===== src/rtl/pp_pkg.sv =====
package pp_pkg;
  localparam int N_DOM   = 4;
  localparam int DOM_ANA = 0;
  localparam int DOM_CNV = 1;
  localparam int DOM_DAC = 2;
  localparam int DOM_DIG = 3;

  typedef enum logic [2:0] {
    PH_IDLE = 3'd0,
    PH_ACQ  = 3'd1,
    PH_CONV = 3'd2,
    PH_WAIT = 3'd3,
    PH_READ = 3'd4
  } phase_t;
endpackage


===== src/rtl/pp_phase_fsm.sv =====
module pp_phase_fsm
  import pp_pkg::*;
(
  input  logic             clk,
  input  logic             rst,
  input  logic             acq_start,
  input  logic             acq_stop,
  input  logic             conv_end,
  input  logic             ro_start,
  input  logic             ro_done,
  output logic [N_DOM-1:0] seq_req,
  output logic             clk_req,
  output logic             ro_end
);
  phase_t ph, ph_nx;

  always_comb begin
    ph_nx = ph;
    unique case (ph)
      PH_IDLE: if (acq_start) ph_nx = PH_ACQ;
      PH_ACQ:  if (acq_stop)  ph_nx = PH_CONV;
      PH_CONV: if (conv_end)  ph_nx = PH_WAIT;
      PH_WAIT: if (ro_start)  ph_nx = PH_READ;
      PH_READ: if (ro_done)   ph_nx = PH_IDLE;
      default: ph_nx = PH_IDLE;
    endcase
  end

  always_ff @(posedge clk) begin
    if (rst) begin
      ph     <= PH_IDLE;
      ro_end <= 1'b0;
    end else begin
      ph     <= ph_nx;
      ro_end <= (ph == PH_READ) && ro_done;
    end
  end

  // Domain requests per phase; the digital request in readout is the token wake-up
  always_comb begin
    seq_req = '0;
    unique case (ph)
      PH_ACQ: begin
        seq_req[DOM_ANA] = 1'b1;
        seq_req[DOM_DAC] = 1'b1;
      end
      PH_CONV: begin
        seq_req[DOM_CNV] = 1'b1;
        seq_req[DOM_DIG] = 1'b1;
      end
      PH_READ: seq_req[DOM_DIG] = 1'b1;
      default: seq_req = '0;
    endcase
  end

  assign clk_req = (ph == PH_CONV) || (ph == PH_READ);
endmodule


===== src/rtl/pp_domain.sv =====
module pp_domain #(
  parameter int SETTLE_CYC = 4
) (
  input  logic clk,
  input  logic rst,
  input  logic req,
  input  logic force_on,
  input  logic force_off,
  output logic en,
  output logic rdy
);
  localparam int CNT_W = $clog2(SETTLE_CYC + 1);
  localparam logic [CNT_W-1:0] CNT_MAX = CNT_W'(SETTLE_CYC);

  logic [CNT_W-1:0] cnt;

  always_ff @(posedge clk) begin
    if (rst) begin
      en  <= 1'b0;
      cnt <= '0;
    end else begin
      en <= !force_off && (force_on || req);
      if (!en)
        cnt <= '0;
      else if (cnt != CNT_MAX)
        cnt <= cnt + 1'b1;
    end
  end

  assign rdy = en && (cnt == CNT_MAX);
endmodule


===== src/rtl/pp_clk_gate.sv =====
module pp_clk_gate #(
  parameter bit SRC_IS_CLK = 1'b0
) (
  input  logic clk,
  input  logic rst,
  input  logic src,
  input  logic req,
  output logic gclk
);
  logic en_q;

  // Enable updated on the falling edge, and only while the source is low
  always_ff @(negedge clk) begin
    if (rst)
      en_q <= 1'b0;
    else if (SRC_IS_CLK || !src)
      en_q <= req;
  end

  assign gclk = src & en_q;
endmodule


===== src/rtl/pp_sequencer.sv =====
module pp_sequencer
  import pp_pkg::*;
#(
  parameter int SETTLE_CYC = 4,
  parameter int SLOW_DIV   = 8
) (
  input  logic             clk,
  input  logic             rst,
  input  logic             acq_start,
  input  logic             acq_stop,
  input  logic             conv_end,
  input  logic             ro_start,
  input  logic             ro_done,
  input  logic [N_DOM-1:0] cfg_force_on,
  input  logic [N_DOM-1:0] cfg_force_off,
  output logic [N_DOM-1:0] pwr_en,
  output logic [N_DOM-1:0] pwr_rdy,
  output logic             gclk_fast,
  output logic             gclk_slow,
  output logic             rx_fast_bias,
  output logic             rx_slow_bias,
  output logic             rx_trig_bias,
  output logic             ro_end
);
  localparam int HALF  = SLOW_DIV / 2;
  localparam int DIV_W = (HALF > 1) ? $clog2(HALF) : 1;
  localparam logic [DIV_W-1:0] DIV_LAST = DIV_W'(HALF - 1);

  logic [N_DOM-1:0] seq_req;
  logic             clk_req;
  logic             bias_q;
  logic [DIV_W-1:0] div_cnt;
  logic             slow_ph;

  pp_phase_fsm u_fsm (
    .clk       (clk),
    .rst       (rst),
    .acq_start (acq_start),
    .acq_stop  (acq_stop),
    .conv_end  (conv_end),
    .ro_start  (ro_start),
    .ro_done   (ro_done),
    .seq_req   (seq_req),
    .clk_req   (clk_req),
    .ro_end    (ro_end)
  );

  for (genvar d = 0; d < N_DOM; d++) begin : g_dom
    pp_domain #(.SETTLE_CYC(SETTLE_CYC)) u_dom (
      .clk       (clk),
      .rst       (rst),
      .req       (seq_req[d]),
      .force_on  (cfg_force_on[d]),
      .force_off (cfg_force_off[d]),
      .en        (pwr_en[d]),
      .rdy       (pwr_rdy[d])
    );
  end

  // Free-running divided clock source
  always_ff @(posedge clk) begin
    if (rst) begin
      div_cnt <= '0;
      slow_ph <= 1'b0;
      bias_q  <= 1'b0;
    end else begin
      bias_q <= clk_req;
      if (div_cnt == DIV_LAST) begin
        div_cnt <= '0;
        slow_ph <= !slow_ph;
      end else begin
        div_cnt <= div_cnt + 1'b1;
      end
    end
  end

  pp_clk_gate #(.SRC_IS_CLK(1'b1)) u_gate_fast (
    .clk  (clk),
    .rst  (rst),
    .src  (clk),
    .req  (bias_q),
    .gclk (gclk_fast)
  );

  pp_clk_gate #(.SRC_IS_CLK(1'b0)) u_gate_slow (
    .clk  (clk),
    .rst  (rst),
    .src  (slow_ph),
    .req  (bias_q),
    .gclk (gclk_slow)
  );

  assign rx_fast_bias = bias_q;
  assign rx_slow_bias = bias_q;
  assign rx_trig_bias = pwr_en[DOM_ANA];
endmodule


===== config.mk =====
export PLATFORM = sky130hd
export DESIGN_NAME = pp_sequencer
export DESIGN_NICKNAME = d
export VERILOG_FILES = /design/src/rtl/pp_pkg.sv /design/src/rtl/pp_phase_fsm.sv /design/src/rtl/pp_domain.sv /design/src/rtl/pp_clk_gate.sv /design/src/rtl/pp_sequencer.sv
export SDC_FILE = /design/constraint.sdc
export NUM_CORES = 1
export LEC_CHECK = 0
export BUFFER_PORTS_ARGS = -buffer_cell sky130_fd_sc_hd__buf_4
export CAP_MARGIN = 20
export CORE_ASPECT_RATIO = 0.9
export CORE_MARGIN = 8
export CORE_UTILIZATION = 47
export DETAILED_ROUTE_END_ITERATION = 6
export GPL_TIMING_DRIVEN = 0
export PLACE_DENSITY = 0.76
export RECOVER_POWER = 50
export SYNTH_ARGS = -nofsm -noshare
export SYNTH_HDL_FRONTEND = slang
export SYNTH_SLANG_ARGS = --single-unit

===== constraint.sdc =====
create_clock -name clk -period 1.34 [get_ports clk]
set_clock_uncertainty 0.1 [all_clocks]
set_input_delay 0.268 -clock clk [delete_from_list [all_inputs] [get_ports clk]]
set_output_delay 0.268 -clock clk [all_outputs]
set_load 0.005 [all_outputs]

Word level (Yosys, flattened, before mapping) --
Cells that the tools add are included.
Storage, ports and cells: flip-flop bits (word level) 26, input bits 15, output and inout port bits 14
Cells by class: add/sub/neg operators 5, equality and inequality tests 18, muxes and demuxes 9, bitwise gates (word level) 6, reductions and logical operators 27
Operator list (count):
- 3-bit equality test (second input constant) | 5
- 3-bit 2-to-1 mux | 5
- 3-bit case mux with 5 select lines | 1
- 3-bit by 1-bit adder with 3-bit output (second input constant) | 4
- 3-bit inequality test (second input constant) | 4
- 2-bit OR reduction | 6
- 2-bit inequality test (second input constant) | 5
- 1-bit logical AND | 9
- 3-bit by 2-bit equality test with 1-bit output (second input constant) | 2
- 1-bit zero test | 5
- 1-bit logical OR | 5
- 5-bit AND reduction | 1
- 1-bit NOT | 4
- 3-bit by 1-bit equality test with 1-bit output (second input constant) | 1
- 3-bit zero test | 1
- 1-bit 2-to-1 mux | 3
- 2-bit by 1-bit adder with 2-bit output (second input constant) | 1
- 1-bit bitwise AND | 2
- 2-bit equality test (second input constant) | 1

Logic depth before layout (Yosys ltp) --
word-level depth 5, gate-level depth with buffers 4, gate-level depth less buffers 4

Modules after synthesis --
A second synthesis with hierarchy kept.
Second synthesis, totals: cells, all modules 131, area, all modules 1263.7 sq um
By module, submodules not included:
- pp_domain | times used 4, cells each 21, area an instance 195.2 sq um
- pp_phase_fsm | times used 1, cells each 26, area an instance 255.2 sq um
- pp_sequencer | times used 1, cells each 12, area an instance 138.9 sq um
- pp_clk_gate (u_gate_slow) | times used 1, cells each 5, area an instance 45.0 sq um
- pp_clk_gate (u_gate_fast) | times used 1, cells each 4, area an instance 43.8 sq um

==> impl_results.md <==
- Outcome: finished, violations left
- Failing checks: setup timing
- Total count of hold-check failures in the final report: 0
- Area share of the largest cell type after synthesis: 40.6%
- Cell area after placement: 0.00155 mm^2
- Starting DRT DRC Count: 46
- Final global-route overflow total: 0
- Critical Path End Type: output port
- Number of nets produced by synthesis: 160
- Most frequent standard cell in the layout excluding fill and tap cells: buf_4
- Register area share after synthesis: 40.6%
- Die extent in y: approximately 66 um
- Critical-path maximum fanout: 2
- Detailed-router iteration count before antenna repair: 4
- Largest net degree at the start of global routing: 15
- Detailed-route wire length per cell: 14.1 um
- Global-route wire length before repair: between 5000 and 6000 um
- Launch point of the critical path: u_gate_slow.en_q$_SDFFE_NP0N_
- Dominant cell type by area after synthesis: dfxtp_1
- Final HPWL DP: 1900 um
- Switching part of the total power: 24.9%
- Worst Path Class, Setup: flip-flop to output port
- Minimum setup slack after placement: -0.268 ns
- Global placement routability congestion: 0.665
- Number of nets in the final layout: 219
- Number of global-route vias before repair: 1270
- Die ar.: ~0.0047 mm^2
- Critical register-to-register path endpoint: u_fsm.ph[0]$_SDFFE_PP0P_
- Total number of placement rows: 18
- Setup repair after global routing missed its margin: true
- Slew Viols, Final: 0
- Post-Route Hold Slack: 0.0783 ns
- Initial antenna violation count: 0
- Worst Tran Pin Value: slightly below 0.4 ns
- Number of warnings issued by yosys: 0
- Number of maximum-capacitance constraint violations: 0
- Share of total power in sequential cells: 52.1%
- Area Overhead vs Synth: 52.4%
- Pwr Density: just over 800 mW/mm^2
- Via count normalized by instance count: just over 5
- Via count: 1151
- Worst vdd rail ir drop: 521 uV
- Fillers: 203
- Commonest cells after routing, fill and taps aside: buf_4 (32), buf_6 (16), dfxtp_2 (15)
- Setup crit end: gclk_slow
- Number of port buffers: 28
- Final-report setup violation count: 17
- Overall routing resource usage: between 10 and 15%
- Leakage: 0.880 nW
- Post-synthesis area per instance: around 9.4 um^2
- Netlist area before placement: 0.00128 mm^2
- Crit Reg-Reg Startpoint: u_fsm.ph[1]$_SDFFE_PP0P_
- IO Pins: 29
- Relative max-transition margin: 73.8%
- Die W: between 70 and 80 um
- TritonCTS clock tree: done
- Cells on worst reg2reg path: 3
- Count of cell types in the netlist: 31
- Post-route setup slack: -0.766 ns
- Clock latency at the later pin of the worst-skew pair: 0.44 ns
- Instance count of the mapped netlist: 136
- Residual antenna-violating net count after detailed routing: 0
- Number of diodes: 0
- FF+latch count, synth: 26
- Total net switching power: 0.396 mW
- Kind of start point of the critical path: flip-flop
- Required time reported for the critical path endpoint: between 0.9 and 1 ns
- Final std cell area, no fill: 0.00195 mm^2
- Total power: ~1.6 mW
- Initial cell density of the core: 47.9%
- DR DRC count: 0
- Data arrival time of the worst path: around 1.7 ns
- Biggest area contributors in the synthesized netlist: dfxtp_1 (41%), ha_1 (8.8%), buf_4 (5.3%), a21bo_2 (3.9%), a21oi_1 (3.5%)
- Share of final-layout standard cells stronger than drive strength 1: a little over half
- Internal power of the cells: 1.19 mW
- Post-layout utilization of the core: 72.9%
- Share of power burned in combinational logic: 16.7%
- Setup slack on the worst flop-to-flop path: -0.09 ns
- Core Area: 0.00268 mm^2
- Classification of the worst-slack hold path: primary input to flip-flop
- Clock power frac: 31.1%
- Aggregate routed wire length: 3150 um
- CTS clk-pin slew, worst paths: 0.14 ns
## worst max-delay path: stages (launching register included)
cell and delay, ns:
dfxtp_2 0.31, and2_1 0.12, buf_4 0.13
## power groups by stage
stage / Clock, mW / Combinational, mW / Sequential, mW
detailed placement: 0.0160 / 0.194 / 0.843
finish: 0.495 / 0.266 / 0.829
global placement: 0.0160 / 0.186 / 0.841
floorplan: 0.0148 / 0.124 / 0.838
CTS: 0.511 / 0.260 / 0.828
global route: 0.568 / 0.294 / 0.833
## state kept, by name, summed over array words and instances, names as in the netlist
signal	cells
g_dom.u_dom.cnt	12
g_dom.u_dom.en	4
u_fsm.ph	3
div_cnt	2
rx_fast_bias	1
slow_ph	1
u_fsm.ro_end	1
u_gate_fast.en_q	1
u_gate_slow.en_q	1
## final cells by class
type                    instances  area, um^2  area share (%)
inverters                      10        37.5            1.92
well taps                      30        37.5            1.92
flip-flops and latches         26         539            27.6
clock inverters                 3        12.5           0.640
repair buffers                 53         455            23.3
clock buffers                   7        56.3            2.88
plain buffers                  10         104            5.31
multi-input cells              85         712            36.4
## metrics by stage
step                      instances  TNS [ns]
after floorplan                 136    -0.326
after global placement          194     -1.26
after detailed placement        194     -1.44
after CTS                       222     -3.16
after global routing            224     -4.39
final                           224     -3.18
## cells by family after synthesis
group	Yosys count	synth area share (%)
xor+xnor	2	1.37
compound gates	24	13.5
fa+ha+maj	9	8.78
mux	3	2.44
flops	26	40.6
buf+inv	25	11.2
simple gates	47	22.1
## worst min-delay path by stage
stage / startpoint / endpoint / cells after the start
after floorplan: cfg_force_off[0] / g_dom[0].u_dom.en$_SDFF_PP0_ / 1
after global routing: rst / g_dom[3].u_dom.en$_SDFF_PP0_ / 3
final: conv_end / u_fsm.ph[0]$_SDFFE_PP0P_ / 3
after detailed placement: div_cnt[0]$_SDFF_PP0_ / div_cnt[0]$_SDFF_PP0_ / 1
after global placement: div_cnt[0]$_SDFF_PP0_ / div_cnt[0]$_SDFF_PP0_ / 1
after CTS: rst / g_dom[3].u_dom.en$_SDFF_PP0_ / 3
## Yosys cell counts
| cell | count |
|---|---|
| dfxtp_1 | 26 |
| ha_1 | 9 |
| a22o_1 | 1 |
| nand3b_1 | 2 |
| and2_1 | 2 |
| nand4b_1 | 1 |
| or3b_1 | 1 |
| nand3_1 | 8 |
| buf_6 | 2 |
| a211oi_1 | 3 |
| nor2_1 | 7 |
| buf_2 | 1 |
| buf_4 | 9 |
| o41ai_1 | 1 |
| a21bo_2 | 5 |
| mux2i_1 | 2 |
| and3_1 | 4 |
| nor3_1 | 8 |
| nor2b_1 | 1 |
| a21o_1 | 4 |
| or3b_2 | 1 |
| nand2b_1 | 4 |
| o21a_1 | 1 |
| or4b_1 | 1 |
| clkbuf_1 | 2 |
| nor3b_1 | 3 |
| a21oi_1 | 9 |
| and3b_1 | 4 |
| xnor2_1 | 2 |
| mux2_2 | 1 |
| inv_1 | 11 |
## timing repair
item | in CTS | in global routing
hold buffers | 11 | 0
setup buffers | 13 | 2
pin swaps | 5 | 6
gates resized for setup | 48 | 9
endpoints found under the setup margin | 16 | 18
hold endpoints to repair | 7 | 0
## metal layers
layer / up-vias / wire (um) / track usage (%)
met5: - / 0 / 0
met4: 0 / 77 / 12.7
met3: 8 / 126 / 5.32
met2: 26 / 1750 / 27.3
met1: 544 / 1200 / 12.9
li1: 573 / - / -
Power figures use the tool's default switching activity.
